## config.mk

```make
export PLATFORM = sky130hd
export DESIGN_NAME = console_lamp_select
export DESIGN_NICKNAME = d
export VERILOG_FILES = /design/src/rtl/csl_pkg.sv /design/src/rtl/csl_decode.sv /design/src/rtl/csl_route.sv /design/src/rtl/csl_parity.sv /design/src/rtl/csl_eox_latch.sv /design/src/rtl/console_lamp_select.sv
export SDC_FILE = /design/constraint.sdc
export NUM_CORES = 1
export LEC_CHECK = 0
export BUFFER_PORTS_ARGS = -buffer_cell sky130_fd_sc_hd__buf_2
export CORE_ASPECT_RATIO = 0.8
export CORE_MARGIN = 3
export CORE_UTILIZATION = 39
export CTS_BUF_LIST = sky130_fd_sc_hd__clkbuf_2 sky130_fd_sc_hd__clkbuf_4 sky130_fd_sc_hd__clkbuf_8
export DETAILED_ROUTE_END_ITERATION = 10
export PLACE_DENSITY = 0.76
export SYNTH_ARGS = -nofsm -noshare
export SYNTH_HDL_FRONTEND = slang
export SYNTH_HIERARCHICAL = 1
export SYNTH_SLANG_ARGS = --single-unit
```

## constraint.sdc

```tcl
create_clock -name clk -period 2.86 [get_ports clk]
set_clock_uncertainty 0.15 [all_clocks]
set_input_delay 0.572 -clock clk [delete_from_list [all_inputs] [get_ports clk]]
set_output_delay 0.572 -clock clk [all_outputs]
set_load 0.01 [all_outputs]
```

## src/rtl/csl_pkg.sv

```systemverilog
package csl_pkg;
   typedef enum logic [2:0] {
      SK_PLAIN   = 3'd0,
      SK_PAIR_IJ = 3'd1,
      SK_PAIR_UV = 3'd2,
      SK_STORE   = 3'd3,
      SK_NONE    = 3'd4
   } sel_kind_e;
endpackage

```

## src/rtl/csl_decode.sv

```systemverilog
module csl_decode
   import csl_pkg::*;
#(
   parameter int SEL_W = 4,
   parameter int NREG  = 12,
   parameter int IDX_I = 8,
   parameter int IDX_J = 9,
   parameter int IDX_U = 10,
   parameter int IDX_V = 11,
   localparam int IDX_W = $clog2(NREG)
) (
   input  logic [SEL_W-1:0] sel,
   output sel_kind_e        kind,
   output logic [IDX_W-1:0] idx
);
   localparam logic [SEL_W-1:0] STORE_CODE = SEL_W'(NREG);

   always_comb begin
      kind = SK_NONE;
      idx  = '0;
      if (sel < STORE_CODE) begin
         idx = IDX_W'(sel);
         if (sel == SEL_W'(IDX_I) || sel == SEL_W'(IDX_J))
            kind = SK_PAIR_IJ;
         else if (sel == SEL_W'(IDX_U) || sel == SEL_W'(IDX_V))
            kind = SK_PAIR_UV;
         else
            kind = SK_PLAIN;
      end else if (sel == STORE_CODE) begin
         kind = SK_STORE;
      end
   end
endmodule

```

## src/rtl/csl_route.sv

```systemverilog
module csl_route
   import csl_pkg::*;
#(
   parameter int BYTE_W = 8,
   parameter int NREG   = 12,
   parameter int IDX_I  = 8,
   parameter int IDX_J  = 9,
   parameter int IDX_U  = 10,
   parameter int IDX_V  = 11,
   localparam int IDX_W  = $clog2(NREG),
   localparam int ADDR_W = 2 * BYTE_W
) (
   input  sel_kind_e                   kind,
   input  logic [IDX_W-1:0]            idx,
   input  logic [NREG-1:0][BYTE_W-1:0] regs,
   input  logic [BYTE_W-1:0]           stor_data,
   input  logic [ADDR_W-1:0]           stor_addr,
   input  logic                        clk_run,
   input  logic                        allow_wr,
   output logic [BYTE_W-1:0]           byte_nxt,
   output logic                        byte_on,
   output logic [ADDR_W-1:0]           addr_nxt,
   output logic                        addr_on,
   output logic                        valid_nxt
);
   logic quiet;
   assign quiet = !clk_run && !allow_wr;

   always_comb begin
      byte_nxt  = '0;
      byte_on   = 1'b0;
      addr_nxt  = '0;
      addr_on   = 1'b0;
      valid_nxt = 1'b0;
      unique case (kind)
         SK_PLAIN: begin
            byte_nxt  = regs[idx];
            byte_on   = 1'b1;
            valid_nxt = 1'b1;
         end
         SK_PAIR_IJ: begin
            byte_nxt = regs[idx];
            byte_on  = 1'b1;
            if (quiet) begin
               addr_nxt  = {regs[IDX_I], regs[IDX_J]};
               addr_on   = 1'b1;
               valid_nxt = 1'b1;
            end
         end
         SK_PAIR_UV: begin
            byte_nxt = regs[idx];
            byte_on  = 1'b1;
            if (quiet) begin
               addr_nxt  = {regs[IDX_U], regs[IDX_V]};
               addr_on   = 1'b1;
               valid_nxt = 1'b1;
            end
         end
         SK_STORE: begin
            if (quiet) begin
               byte_nxt  = stor_data;
               byte_on   = 1'b1;
               addr_nxt  = stor_addr;
               addr_on   = 1'b1;
               valid_nxt = 1'b1;
            end
         end
         default: ;
      endcase
   end
endmodule

```

## src/rtl/csl_parity.sv

```systemverilog
module csl_parity #(
   parameter int W   = 8,
   parameter bit ODD = 1'b1
) (
   input  logic [W-1:0] d,
   input  logic         en,
   output logic         p
);
   generate
      if (ODD) begin : g_odd
         assign p = en & ~(^d);
      end else begin : g_even
         assign p = en & (^d);
      end
   endgenerate
endmodule

```

## src/rtl/csl_eox_latch.sv

```systemverilog
module csl_eox_latch (
   input  logic clk,
   input  logic rst,
   input  logic step,
   input  logic boi,
   output logic q
);
   always_ff @(posedge clk) begin
      if (rst)       q <= 1'b0;
      else if (step) q <= boi;
   end
endmodule

```

## src/rtl/console_lamp_select.sv

```systemverilog
module console_lamp_select
   import csl_pkg::*;
#(
   parameter int SEL_W   = 4,
   parameter int BYTE_W  = 8,
   parameter int NREG    = 12,
   parameter int IDX_I   = 8,
   parameter int IDX_J   = 9,
   parameter int IDX_U   = 10,
   parameter int IDX_V   = 11,
   parameter bit PAR_ODD = 1'b1,
   localparam int ADDR_W = 2 * BYTE_W,
   localparam int IDX_W  = $clog2(NREG)
) (
   input  logic                        clk,
   input  logic                        rst,
   input  logic [SEL_W-1:0]            sel_code,
   input  logic [NREG-1:0][BYTE_W-1:0] regs,
   input  logic [BYTE_W-1:0]           stor_data,
   input  logic [ADDR_W-1:0]           stor_addr,
   input  logic                        clk_run,
   input  logic                        allow_wr,
   input  logic                        uinst_step,
   input  logic                        uinst_boi,
   output logic [BYTE_W-1:0]           byte_lamps,
   output logic                        byte_par,
   output logic [ADDR_W-1:0]           addr_lamps,
   output logic [1:0]                  addr_par,
   output logic                        disp_valid,
   output logic                        eox_lamp
);
   generate
      if (BYTE_W < 2) begin : g_bad_width
         $error("BYTE_W must be at least 2");
      end
      if (NREG + 1 > (1 << SEL_W)) begin : g_bad_sel
         $error("selector too narrow for register count plus storage code");
      end
      if (IDX_I >= NREG || IDX_J >= NREG || IDX_U >= NREG || IDX_V >= NREG) begin : g_bad_idx
         $error("pair index outside register bank");
      end
      if (IDX_I == IDX_J || IDX_U == IDX_V || IDX_I == IDX_U || IDX_I == IDX_V
          || IDX_J == IDX_U || IDX_J == IDX_V) begin : g_bad_pair
         $error("pair indices must be distinct");
      end
   endgenerate

   sel_kind_e          kind;
   logic [IDX_W-1:0]   idx;
   logic [BYTE_W-1:0]  byte_nxt;
   logic               byte_on;
   logic [ADDR_W-1:0]  addr_nxt;
   logic               addr_on;
   logic               valid_nxt;
   logic               bpar_nxt;
   logic [1:0]         apar_nxt;

   csl_decode #(
      .SEL_W(SEL_W), .NREG(NREG),
      .IDX_I(IDX_I), .IDX_J(IDX_J), .IDX_U(IDX_U), .IDX_V(IDX_V)
   ) u_dec (
      .sel(sel_code), .kind(kind), .idx(idx)
   );

   csl_route #(
      .BYTE_W(BYTE_W), .NREG(NREG),
      .IDX_I(IDX_I), .IDX_J(IDX_J), .IDX_U(IDX_U), .IDX_V(IDX_V)
   ) u_route (
      .kind(kind), .idx(idx), .regs(regs),
      .stor_data(stor_data), .stor_addr(stor_addr),
      .clk_run(clk_run), .allow_wr(allow_wr),
      .byte_nxt(byte_nxt), .byte_on(byte_on),
      .addr_nxt(addr_nxt), .addr_on(addr_on),
      .valid_nxt(valid_nxt)
   );

   csl_parity #(.W(BYTE_W), .ODD(PAR_ODD)) u_bpar (
      .d(byte_nxt), .en(byte_on), .p(bpar_nxt)
   );

   for (genvar b = 0; b < 2; b++) begin : g_apar
      csl_parity #(.W(BYTE_W), .ODD(PAR_ODD)) u_apar (
         .d(addr_nxt[b*BYTE_W +: BYTE_W]), .en(addr_on), .p(apar_nxt[b])
      );
   end

   always_ff @(posedge clk) begin
      if (rst) begin
         byte_lamps <= '0;
         byte_par   <= 1'b0;
         addr_lamps <= '0;
         addr_par   <= '0;
         disp_valid <= 1'b0;
      end else begin
         byte_lamps <= byte_nxt;
         byte_par   <= bpar_nxt;
         addr_lamps <= addr_nxt;
         addr_par   <= apar_nxt;
         disp_valid <= valid_nxt;
      end
   end

   csl_eox_latch u_eox (
      .clk(clk), .rst(rst), .step(uinst_step), .boi(uinst_boi), .q(eox_lamp)
   );
endmodule

```

==> flow_metrics.env, run 1 <==
export IMPL_dpl_worst_slack_ps=-441.6
export IMPL_layout_area_seq_um2=580.6
export IMPL_num_antenna_cells=0
export IMPL_max_freq_mhz=351.2
export IMPL_area_growth_pct=59.05
export IMPL_ctsLongestPathBuffers=2
export IMPL_r2r_end="u_eox/q"
export IMPL_cts_tree="done"
export IMPL_ir_worst_vdd_mv=0.1685
export IMPL_place_congestion=0.9009
export IMPL_post_drt_via_cell_ratio=5.405
export IMPL_postLayoutSetupSlackWorst_ps=12.55
export IMPL_switchingPower_uw=396.9
export IMPL_fp_dieH_um=76.05
export IMPL_timing_hold_worst_path_depth=2
export IMPL_max_slew_margin_rel_pct=70.23
export IMPL_hpwl_mm=7.031
export IMPL_syn_area_per_cell_um2=9.608
export IMPL_drc_errors=0
export IMPL_syn_cell_area_mm2=0.002392
export IMPL_reg2regPathDepth=2
export IMPL_worstSetupEndpointType="register"
export IMPL_finalCritPeriodShare_pct=99.56
export IMPL_p_int_uw=893.2
export IMPL_hold_viol=0
export IMPL_tritoncts_num_buffers=5
export IMPL_die_width_um=93.57
export IMPL_core_rowCount=24
export IMPL_ys_warn_count=6
export IMPL_maxCapViolations=0
export IMPL_avgRoutedWirePerCell_um=17.32
export IMPL_count_of_state_elements_after_synthesis=29
export IMPL_grt_pass1_wl_mm=13.10
export IMPL_die_area_mm2=0.007116
export IMPL_power_share_clock_pct=24.7
export IMPL_critPathLaunchType="primary input"
export IMPL_worst_slew_pin_transition_ps=446.5
export IMPL_layout_cells_most_common_list="sky130_fd_sc_hd__buf_2, sky130_fd_sc_hd__buf_4, sky130_fd_sc_hd__mux2i_1, sky130_fd_sc_hd__dfxtp_1, sky130_fd_sc_hd__nor2b_1"
export IMPL_layoutNonFillerInstCount=514
export IMPL_final_layout_size_suffix_gt1_share_pct=65.37
export IMPL_clock_root_buffer="sky130_fd_sc_hd__clkbuf_8"
export IMPL_netlist_area_leader_share_pct=24.27
export IMPL_hold_path_startpoint="u_eox/q"
export IMPL_cts_max_level=2
export IMPL_combPwrFrac_pct=41.9
export IMPL_grt_total_ovfl=0
export IMPL_fin_setup_tns_ps=0
export IMPL_synth_nets=379
export IMPL_mostFrequentLayoutCell="sky130_fd_sc_hd__buf_2"
export IMPL_timing_reg2reg_setup_slack_ps=2090
export IMPL_power_total_uw=1290
export IMPL_drt_pre_antenna_iters=4
export IMPL_min_delay_worst_endpoint="u_eox/q"
export IMPL_routed_via_count=2778
export IMPL_status="finished, final reports clean"
export IMPL_power_share_sequential_pct=33.4
export IMPL_reg2reg_from="u_eox/q"
export IMPL_final_min_clock_period_ps=2847
export IMPL_routed_wirelength_mm=8.900
export IMPL_timing_final_setup_violations=0
export IMPL_synth_cells=249
export IMPL_seq_area_frac_synth_pct=24.27
export IMPL_drt_antenna_violating_nets=0
export IMPL_timing_critical_path_fanout_max=8
export IMPL_clkTransAtPathRegs_ps=60
export IMPL_post_place_cells=501
export IMPL_synth_largest_area_cell="sky130_fd_sc_hd__dfxtp_1"
export IMPL_grt_usage_pct=23.06
export IMPL_clock_sink_count=29
export IMPL_cp_arrival_ps=2870
export IMPL_timing_hold_worst_class="register to register"
export IMPL_unrepaired_setup_endpoints_after_global_routing="true"
export IMPL_fillerInstances=455
export IMPL_ios=159
export IMPL_swShare_pct=30.76
export IMPL_final_net_count=565
export IMPL_synth_lib_cells_used_distinct=29
export IMPL_clock_latency_ps=270
export IMPL_buffer_ports_inserted=158
export IMPL_report_final_slew_viol_count=0
export IMPL_floorplan_initialDensity_pct=42.15
export IMPL_power_per_cell_area_mw_per_mm2=339.1
export IMPL_detailedRoute_firstIterationViolations=113
export IMPL_post_synth_main_area_contributors="sky130_fd_sc_hd__dfxtp_1, sky130_fd_sc_hd__mux2i_1, sky130_fd_sc_hd__xnor2_1"
export IMPL_worst_endpoint_required_ps=2880
export IMPL_final_util_pct=67.04
export IMPL_multi_input_area_mm2=0.001896
export IMPL_via_count_of_the_first_global_routing_pass=2827
export IMPL_critical_path_class="primary input to register"
export IMPL_grt_antenna_before_repair=0
export IMPL_grt_max_degree=30
export IMPL_static_power_due_to_leakage_uw=0.001824
export IMPL_core_area_mm2=0.005675
## cell families after synthesis
kind of cell | count (synthesis) | share of synthesized area [%]
XOR/XNOR | 21 | 7.688
AO/OA/AOI/OAI | 46 | 15.53
buffers and inverters | 21 | 5.230
flip-flops | 29 | 24.27
multiplexers | 57 | 28.87
AND/OR/NAND/NOR | 75 | 18.41
## cell usage after synthesis
library cell / count
sky130_fd_sc_hd__buf_8: 1
sky130_fd_sc_hd__nor2b_1: 25
sky130_fd_sc_hd__buf_1: 4
sky130_fd_sc_hd__a221o_1: 8
sky130_fd_sc_hd__a221oi_1: 8
sky130_fd_sc_hd__or2_2: 2
sky130_fd_sc_hd__buf_4: 2
sky130_fd_sc_hd__buf_2: 4
sky130_fd_sc_hd__nor2_1: 20
sky130_fd_sc_hd__clkbuf_1: 5
sky130_fd_sc_hd__a211o_1: 1
sky130_fd_sc_hd__nor3_1: 1
sky130_fd_sc_hd__xnor2_1: 21
sky130_fd_sc_hd__buf_6: 3
sky130_fd_sc_hd__mux2_2: 16
sky130_fd_sc_hd__mux2i_1: 33
sky130_fd_sc_hd__nand2_1: 2
sky130_fd_sc_hd__a22o_1: 1
sky130_fd_sc_hd__dfxtp_1: 29
sky130_fd_sc_hd__and2b_2: 8
sky130_fd_sc_hd__and2_1: 7
sky130_fd_sc_hd__a22oi_1: 24
sky130_fd_sc_hd__a211oi_1: 1
sky130_fd_sc_hd__nor2b_4: 1
sky130_fd_sc_hd__inv_1: 2
sky130_fd_sc_hd__a21oi_1: 2
sky130_fd_sc_hd__a31oi_1: 1
sky130_fd_sc_hd__and3_1: 9
sky130_fd_sc_hd__mux4_2: 8
## worst max-delay path, cell delays in order
cell and delay, ps:
sky130_fd_sc_hd__buf_2 110, sky130_fd_sc_hd__buf_4 150, sky130_fd_sc_hd__and2_1 170, sky130_fd_sc_hd__a22o_4 250, sky130_fd_sc_hd__a211o_4 400, sky130_fd_sc_hd__a221oi_1 240
sky130_fd_sc_hd__a221o_1 260, sky130_fd_sc_hd__xnor2_2 140, sky130_fd_sc_hd__xnor2_1 160, sky130_fd_sc_hd__xnor2_1 90, sky130_fd_sc_hd__and2_1 150, sky130_fd_sc_hd__and2b_2 180
## through the flow
stage / area, um^2 / hold slack (ps)
finish: 3805 / 347.1
global route: 3805 / 389.1
CTS: 3576 / 346.9
detailed placement: 3457 / 329.8
global placement: 3457 / 317.6
floorplan: 2396 / 377.9
## power groups by stage
stage | Combinational (uW) | Clock (uW) | Sequential [uW]
floorplan | 279 | 0 | 449
global route | 581 | 351 | 432
finish | 541 | 319 | 431
detailed placement | 479 | 0 | 440
global placement | 470 | 0 | 440
CTS | 488 | 329 | 431
## cell type report
class                   instances  area share [%]
clock buffers                   5           1.809
inverters                       2          0.1973
clock inverters                 3          0.4604
flip-flops and latches         29           15.26
multi-input cells             200           49.82
well taps                      78           2.565
repair buffers                197           29.89
## sequential cells by signal (all words and copies together), names as in the netlist
signal      flops
u_eox/q         1
byte_lamps      8
byte_par        1
disp_valid      1
addr_par        2
addr_lamps     16
## metal layers
layer / vias to the layer above / share of wire, % / GRT usage, %
li1: 1297 / - / -
met1: 1299 / 40 / 28.25
met2: 156 / 49 / 38.76
met3: 26 / 8.2 / 5.923
met4: 0 / 3.2 / 8.514
met5: - / 0 / 0
## worst max path at each step
stage	startpoint	end	slack (ps)
floorplan	sel_code[2]	byte_par	-60
CTS	sel_code[2]	byte_par	6
global placement	sel_code[2]	byte_par	-320
detailed placement	sel_code[2]	byte_par	-440
global route	sel_code[2]	addr_par[1]	-60
finish	sel_code[2]	byte_par	10
## timing repair
item                       CTS  global route
pin swaps                    1            18
gates resized for setup      2            46
hold buffers                 0             0
gates cloned                 1             1
setup buffers                3             0
setup endpoints to repair    1             3
(Power assumes the default switching activity.)
==> inputs of run 2 (changes only) <==
--- a/config.mk
+++ b/config.mk
@@ -11,7 +11,8 @@
 export CORE_UTILIZATION = 39
 export CTS_BUF_LIST = sky130_fd_sc_hd__clkbuf_2 sky130_fd_sc_hd__clkbuf_4 sky130_fd_sc_hd__clkbuf_8
 export DETAILED_ROUTE_END_ITERATION = 10
-export PLACE_DENSITY = 0.76
+export PLACE_DENSITY = 0.83
+export RECOVER_POWER = 100
 export SYNTH_ARGS = -nofsm -noshare
 export SYNTH_HDL_FRONTEND = slang
 export SYNTH_HIERARCHICAL = 1
==> run 2 against run 1 <==
Against the previous run:
- the flow now finishes with violations (setup timing)
- largest cell class unchanged
- register-to-register slack is essentially flat
- clock-buffer cell count grew 1
- cell count shrank 0.78%
- flip-flop and latch count is the same
- critical path type unchanged
- sequential power is essentially flat
- design area shrank 3.7%
- power grew 8.2%
- via count shrank 1.9%
- first-iteration DRC count shrank 6.2%
==> flow_metrics.env, run 2 (same netlist as run 1, synthesis figures left out) <==
export IMPL_status="complete, but fails checks"
export IMPL_violations="setup timing"
export IMPL_tritoncts_num_buffers=5
export IMPL_grt_use_met3_pct=5.528
export IMPL_final_util_pct=64.59
export IMPL_hpwl_mm=7.251
export IMPL_postLayoutSetupSlackWorst_ps=-0.3524
export IMPL_fin_setup_tns_ps=-0.3524
export IMPL_final_layout_size_suffix_gt1_share_pct=51.16
export IMPL_die_width_um=93.57
export IMPL_grt_use_met1_pct=26.97
export IMPL_place_congestion=0.9592
export IMPL_detailedRoute_firstIterationViolations=106
export IMPL_final_min_clock_period_ps=2860
export IMPL_routed_via_count=2726
export IMPL_cp_arrival_ps=2880
export IMPL_avgRoutedWirePerCell_um=17.27
export IMPL_layout_area_seq_um2=580.6
export IMPL_grt_total_ovfl=0
export IMPL_timing_hold_worst_class="register to register"
export IMPL_core_area_mm2=0.005675
export IMPL_maxCapViolations=0
export IMPL_buffer_ports_inserted=158
export IMPL_ctsLongestPathBuffers=2
export IMPL_critical_path_class="primary input to register"
export IMPL_max_slew_margin_rel_pct=19.56
export IMPL_clock_root_buffer="sky130_fd_sc_hd__clkbuf_8"
export IMPL_routed_wirelength_mm=8.808
export IMPL_unrepaired_setup_endpoints_after_global_routing="true"
export IMPL_post_drt_via_cell_ratio=5.345
export IMPL_ios=159
export IMPL_core_rowCount=24
export IMPL_die_area_mm2=0.007116
export IMPL_floorplan_initialDensity_pct=42.15
export IMPL_power_per_cell_area_mw_per_mm2=380.8
export IMPL_layout_cells_most_common_list="sky130_fd_sc_hd__buf_2, sky130_fd_sc_hd__clkbuf_1, sky130_fd_sc_hd__mux2i_1, sky130_fd_sc_hd__dfxtp_1, sky130_fd_sc_hd__buf_4"
export IMPL_ir_worst_vdd_mv=0.2022
export IMPL_regMostFlops="addr_lamps"
export IMPL_drt_pre_antenna_iters=4
export IMPL_drt_antenna_violating_nets=0
export IMPL_timing_critical_path_fanout_max=8
export IMPL_top_usage_layer="met2"
export IMPL_report_final_slew_viol_count=0
export IMPL_clock_latency_ps=270
export IMPL_grt_max_degree=30
export IMPL_clkTransAtPathRegs_ps=60
export IMPL_clock_sink_count=29
export IMPL_post_cts_hold_buffers=0
export IMPL_multi_input_area_mm2=0.001754
export IMPL_critPathLaunchType="primary input"
export IMPL_grt_use_met2_pct=41.90
export IMPL_cts_tree="done"
export IMPL_max_freq_mhz=349.6
export IMPL_placed_cell_area_mm2=0.003467
export IMPL_final_net_count=561
export IMPL_via_count_of_the_first_global_routing_pass=2787
export IMPL_timing_final_setup_violations=1
export IMPL_largest_register_ffs=16
export IMPL_fp_dieH_um=76.05
export IMPL_worstSetupEndpointType="register"
export IMPL_hold_viol=0
export IMPL_static_power_due_to_leakage_uw=0.001686
export IMPL_drc_errors=0
export IMPL_grt_antenna_before_repair=0
export IMPL_cts_max_level=2
export IMPL_fillerInstances=490
export IMPL_final_cell_area_mm2=0.003666
export IMPL_worst_endpoint_required_ps=2880
export IMPL_finalCritPeriodShare_pct=100.0
export IMPL_dpl_worst_slack_ps=-435.2
export IMPL_largestRegisters="addr_lamps (16), byte_lamps (8), addr_par (2)"
export IMPL_grt_pass1_wl_mm=13.08
export IMPL_worst_slew_pin_transition_ps=1207
export IMPL_num_antenna_cells=0
export IMPL_area_growth_pct=53.24
export IMPL_mostFrequentLayoutCell="sky130_fd_sc_hd__buf_2"
export IMPL_grt_usage_pct=23.10
run 2: report_power, final:
part	leakage, uW	switching [uW]	internal (uW)	total, uW
sequential	0.000236	6.12	424	431
clock	0.0000574	158	283	441
combinational	0.00139	230	295	524
run 2: final cells by class:
type,instances,area share [%]
Inverter,2,0.2048
Sequential cell,29,15.84
Clock inverter,2,1.024
Tap cell,78,2.662
Timing Repair Buffer,194,30.17
Clock buffer,6,2.253
Multi-Input combinational cell,199,47.85
run 2: routing by layer:
metal / routed length, um / up-vias / part of all wire [%]
met5: 0 / - / 0
met1: 3367 / 1274 / 38
met3: 834 / 16 / 9.5
li1: - / 1286 / -
met2: 4464 / 150 / 51
met4: 142 / 0 / 1.6
run 2: worst max-delay path, stage by stage:
cell	delay, ps
sky130_fd_sc_hd__buf_2	130
sky130_fd_sc_hd__nand2_2	70
sky130_fd_sc_hd__and2_4	230
sky130_fd_sc_hd__buf_4	140
sky130_fd_sc_hd__mux4_2	490
sky130_fd_sc_hd__and3_1	200
sky130_fd_sc_hd__a221o_1	300
sky130_fd_sc_hd__xnor2_2	150
sky130_fd_sc_hd__xnor2_1	140
sky130_fd_sc_hd__xnor2_1	120
sky130_fd_sc_hd__and2_1	150
sky130_fd_sc_hd__and2b_2	180
run 2: path summary, 6_finish.rpt:
check,slack (ps),startpoint,cells past startpoint,to
setup / recovery,-0.4,sel_code[3],12,byte_par
hold reg to reg,350,u_eox/q,2,u_eox/q
hold / removal,350,u_eox/q,2,u_eox/q
setup reg to reg,2080,u_eox/q,2,u_eox/q
run 2: per-stage QoR:
step / instances / power, uW / hold WS (ps)
2_1_floorplan: 249 / 728.1 / 377.9
3_3_place_gp: 499 / 917.5 / 319.5
3_5_place_dp: 499 / 930.6 / 337.1
4_1_cts: 507 / 1377 / 351.1
5_1_grt: 510 / 1474 / 406.7
6_report: 510 / 1396 / 349.2
run 2: timing repair:
action	4_1_cts	5_1_grt
cloned	0	1
gates resized for setup	6	13
buffers inserted	0	2
pin swaps	3	8
endpoints found under the setup margin	1	3
==> inputs of run 3 (changes only) <==
--- a/config.mk
+++ b/config.mk
@@ -13,6 +13,7 @@
 export DETAILED_ROUTE_END_ITERATION = 10
 export PLACE_DENSITY = 0.83
 export RECOVER_POWER = 100
+export SKIP_CTS_REPAIR_TIMING = 1
 export SYNTH_ARGS = -nofsm -noshare
 export SYNTH_HDL_FRONTEND = slang
 export SYNTH_HIERARCHICAL = 1
==> run 3 against run 2 <==
Against the previous run:
- the run now ends clean
- combinational power shrank 2%
- non-clock buffer count shrank 1
- sequential share of layout area grew 0.16 points
- wire length shrank 1.6%
- global-route usage shrank 0.087 points
- worst setup slack gained 9.0 ps
- die area is the same
- sequential power is essentially flat
- hold slack is essentially flat
- critical path depth is the same
==> flow_metrics.env, run 3 (same netlist as run 1, synthesis figures left out) <==
export IMPL_status="finished, final reports clean"
export IMPL_core_rowCount=24
export IMPL_final_min_clock_period_ps=2851
export IMPL_maxCapViolations=0
export IMPL_worstSetupEndpointType="register"
export IMPL_timing_final_setup_violations=0
export IMPL_post_drt_via_cell_ratio=5.350
export IMPL_grt_antenna_before_repair=0
export IMPL_floorplan_initialDensity_pct=42.15
export IMPL_drt_pre_antenna_iters=5
export IMPL_tritoncts_num_buffers=5
export IMPL_core_area_mm2=0.005675
export IMPL_mostFrequentLayoutCell="sky130_fd_sc_hd__buf_2"
export IMPL_finalCritPeriodShare_pct=99.70
export IMPL_ir_worst_vdd_mv=0.2040
export IMPL_reg2reg_from="u_eox/q"
export IMPL_fp_dieH_um=76.05
export IMPL_crit_top_cell="sky130_fd_sc_hd__xnor2_1"
export IMPL_timing_hold_worst_class="register to register"
export IMPL_area_growth_pct=51.73
export IMPL_clock_root_buffer="sky130_fd_sc_hd__clkbuf_8"
export IMPL_cp_arrival_ps=2870
export IMPL_worst_slew_pin_transition_ps=1208
export IMPL_regMostFlops="addr_lamps"
export IMPL_largestRegisters="addr_lamps (16), byte_lamps (8), addr_par (2)"
export IMPL_ctsLongestPathBuffers=2
export IMPL_final_layout_size_suffix_gt1_share_pct=50.35
export IMPL_place_congestion=0.9592
export IMPL_max_freq_mhz=350.7
export IMPL_max_slew_margin_rel_pct=19.48
export IMPL_cts_max_level=2
export IMPL_grt_total_ovfl=0
export IMPL_largest_register_ffs=16
export IMPL_routed_wirelength_mm=8.663
export IMPL_layout_cells_most_common_list="sky130_fd_sc_hd__buf_2, sky130_fd_sc_hd__mux2i_1, sky130_fd_sc_hd__clkbuf_1, sky130_fd_sc_hd__dfxtp_1, sky130_fd_sc_hd__buf_4"
export IMPL_timing_critical_path_fanout_max=5
export IMPL_hold_path_startpoint="u_eox/q"
export IMPL_cts_tree="done"
export IMPL_cp_cell_sequence="buf_2 > nand2_2 > and2_4 > buf_12 > mux4_2 > and3_1 > a221o_1 > xnor2_2 > xnor2_1 > xnor2_1 > and2_1 > and2b_2"
export IMPL_die_width_um=93.57
export IMPL_buffer_ports_inserted=158
export IMPL_critical_path_max_stage_delay_ps=500
export IMPL_clock_latency_ps=270
export IMPL_via_count_of_the_first_global_routing_pass=2766
export IMPL_crit_slowest_cell="sky130_fd_sc_hd__mux4_2"
export IMPL_hold_viol=0
export IMPL_num_antenna_cells=0
export IMPL_grt_max_degree=30
export IMPL_routed_via_count=2723
export IMPL_grt_pass1_wl_mm=13.01
export IMPL_hpwl_mm=7.251
export IMPL_unrepaired_setup_endpoints_after_global_routing="true"
export IMPL_final_net_count=560
export IMPL_worst_endpoint_required_ps=2880
export IMPL_die_area_mm2=0.007116
export IMPL_setup_worst_path_start="sel_code[3]"
export IMPL_power_per_cell_area_mw_per_mm2=381.7
export IMPL_grt_usage_pct=23.02
export IMPL_clock_sink_count=29
export IMPL_avgRoutedWirePerCell_um=17.02
export IMPL_critPathLaunchType="primary input"
export IMPL_detailedRoute_firstIterationViolations=113
export IMPL_critical_path_class="primary input to register"
export IMPL_timing_hold_ws_ps=349.2
export IMPL_clkTransAtPathRegs_ps=60
export IMPL_static_power_due_to_leakage_uw=0.001674
export IMPL_ios=159
export IMPL_final_util_pct=63.96
export IMPL_drt_antenna_violating_nets=0
export IMPL_report_final_slew_viol_count=0
export IMPL_drc_errors=0
-- run 3: changes by cell type in the layout (fill, tap and decap cells not counted), sizes merged --
cell	previous run	this run
buf	162	163
clkbuf	38	36
-- run 3: routing by layer --
metal / track usage [%] / vias up / part of all wire, %
met1: 26.89 / 1270 / 39
met4: 6.061 / 0 / 1.2
met2: 41.68 / 156 / 51
met3: 5.528 / 12 / 9.7
li1: - / 1285 / -
met5: 0 / - / 0
-- run 3: path summary, 6_finish.rpt --
check	endpoint	slack [ps]	depth (start not counted)
worst min-delay path	u_eox/q	350	2
worst min register to register	u_eox/q	350	2
worst max register to register	u_eox/q	2080	2
worst max-delay path	byte_par	9	12
-- run 3: power breakdown --
part	internal (uW)	switching (uW)	total (uW)
Sequential	424	6.15	431
Clock	283	160	443
Combinational	287	225	511
-- run 3: layout make-up --
cell class | instances | area (um^2)
multi-input cells | 199 | 1742
flip-flops and latches | 29 | 580.6
clock buffers | 6 | 82.58
inverters | 2 | 7.507
fillers | 501 | 2046
well taps | 78 | 97.59
clock inverters | 2 | 37.54
repair buffers | 193 | 1082
-- run 3: through the flow --
step / setup WS (ps) / setup TNS, ps / cell area [um^2] / instances / power [uW]
2_1_floorplan: -63.42 / -63.42 / 2396 / 249 / 728.1
3_3_place_gp: -363.5 / -703.7 / 3467 / 499 / 917.5
3_5_place_dp: -435.2 / -902.1 / 3467 / 499 / 930.6
4_1_cts: -132.2 / -132.2 / 3587 / 507 / 1373
5_1_grt: -97.02 / -97.02 / 3630 / 509 / 1462
6_report: 8.693 / 0 / 3630 / 509 / 1385
-- run 3: worst max-delay path, delay by kind of cell --
family | cells | cell delay, ps
xor+xnor | 3 | 430
buf+inv | 2 | 250
simple gates | 5 | 790
compound gates | 1 | 310
mux | 1 | 500
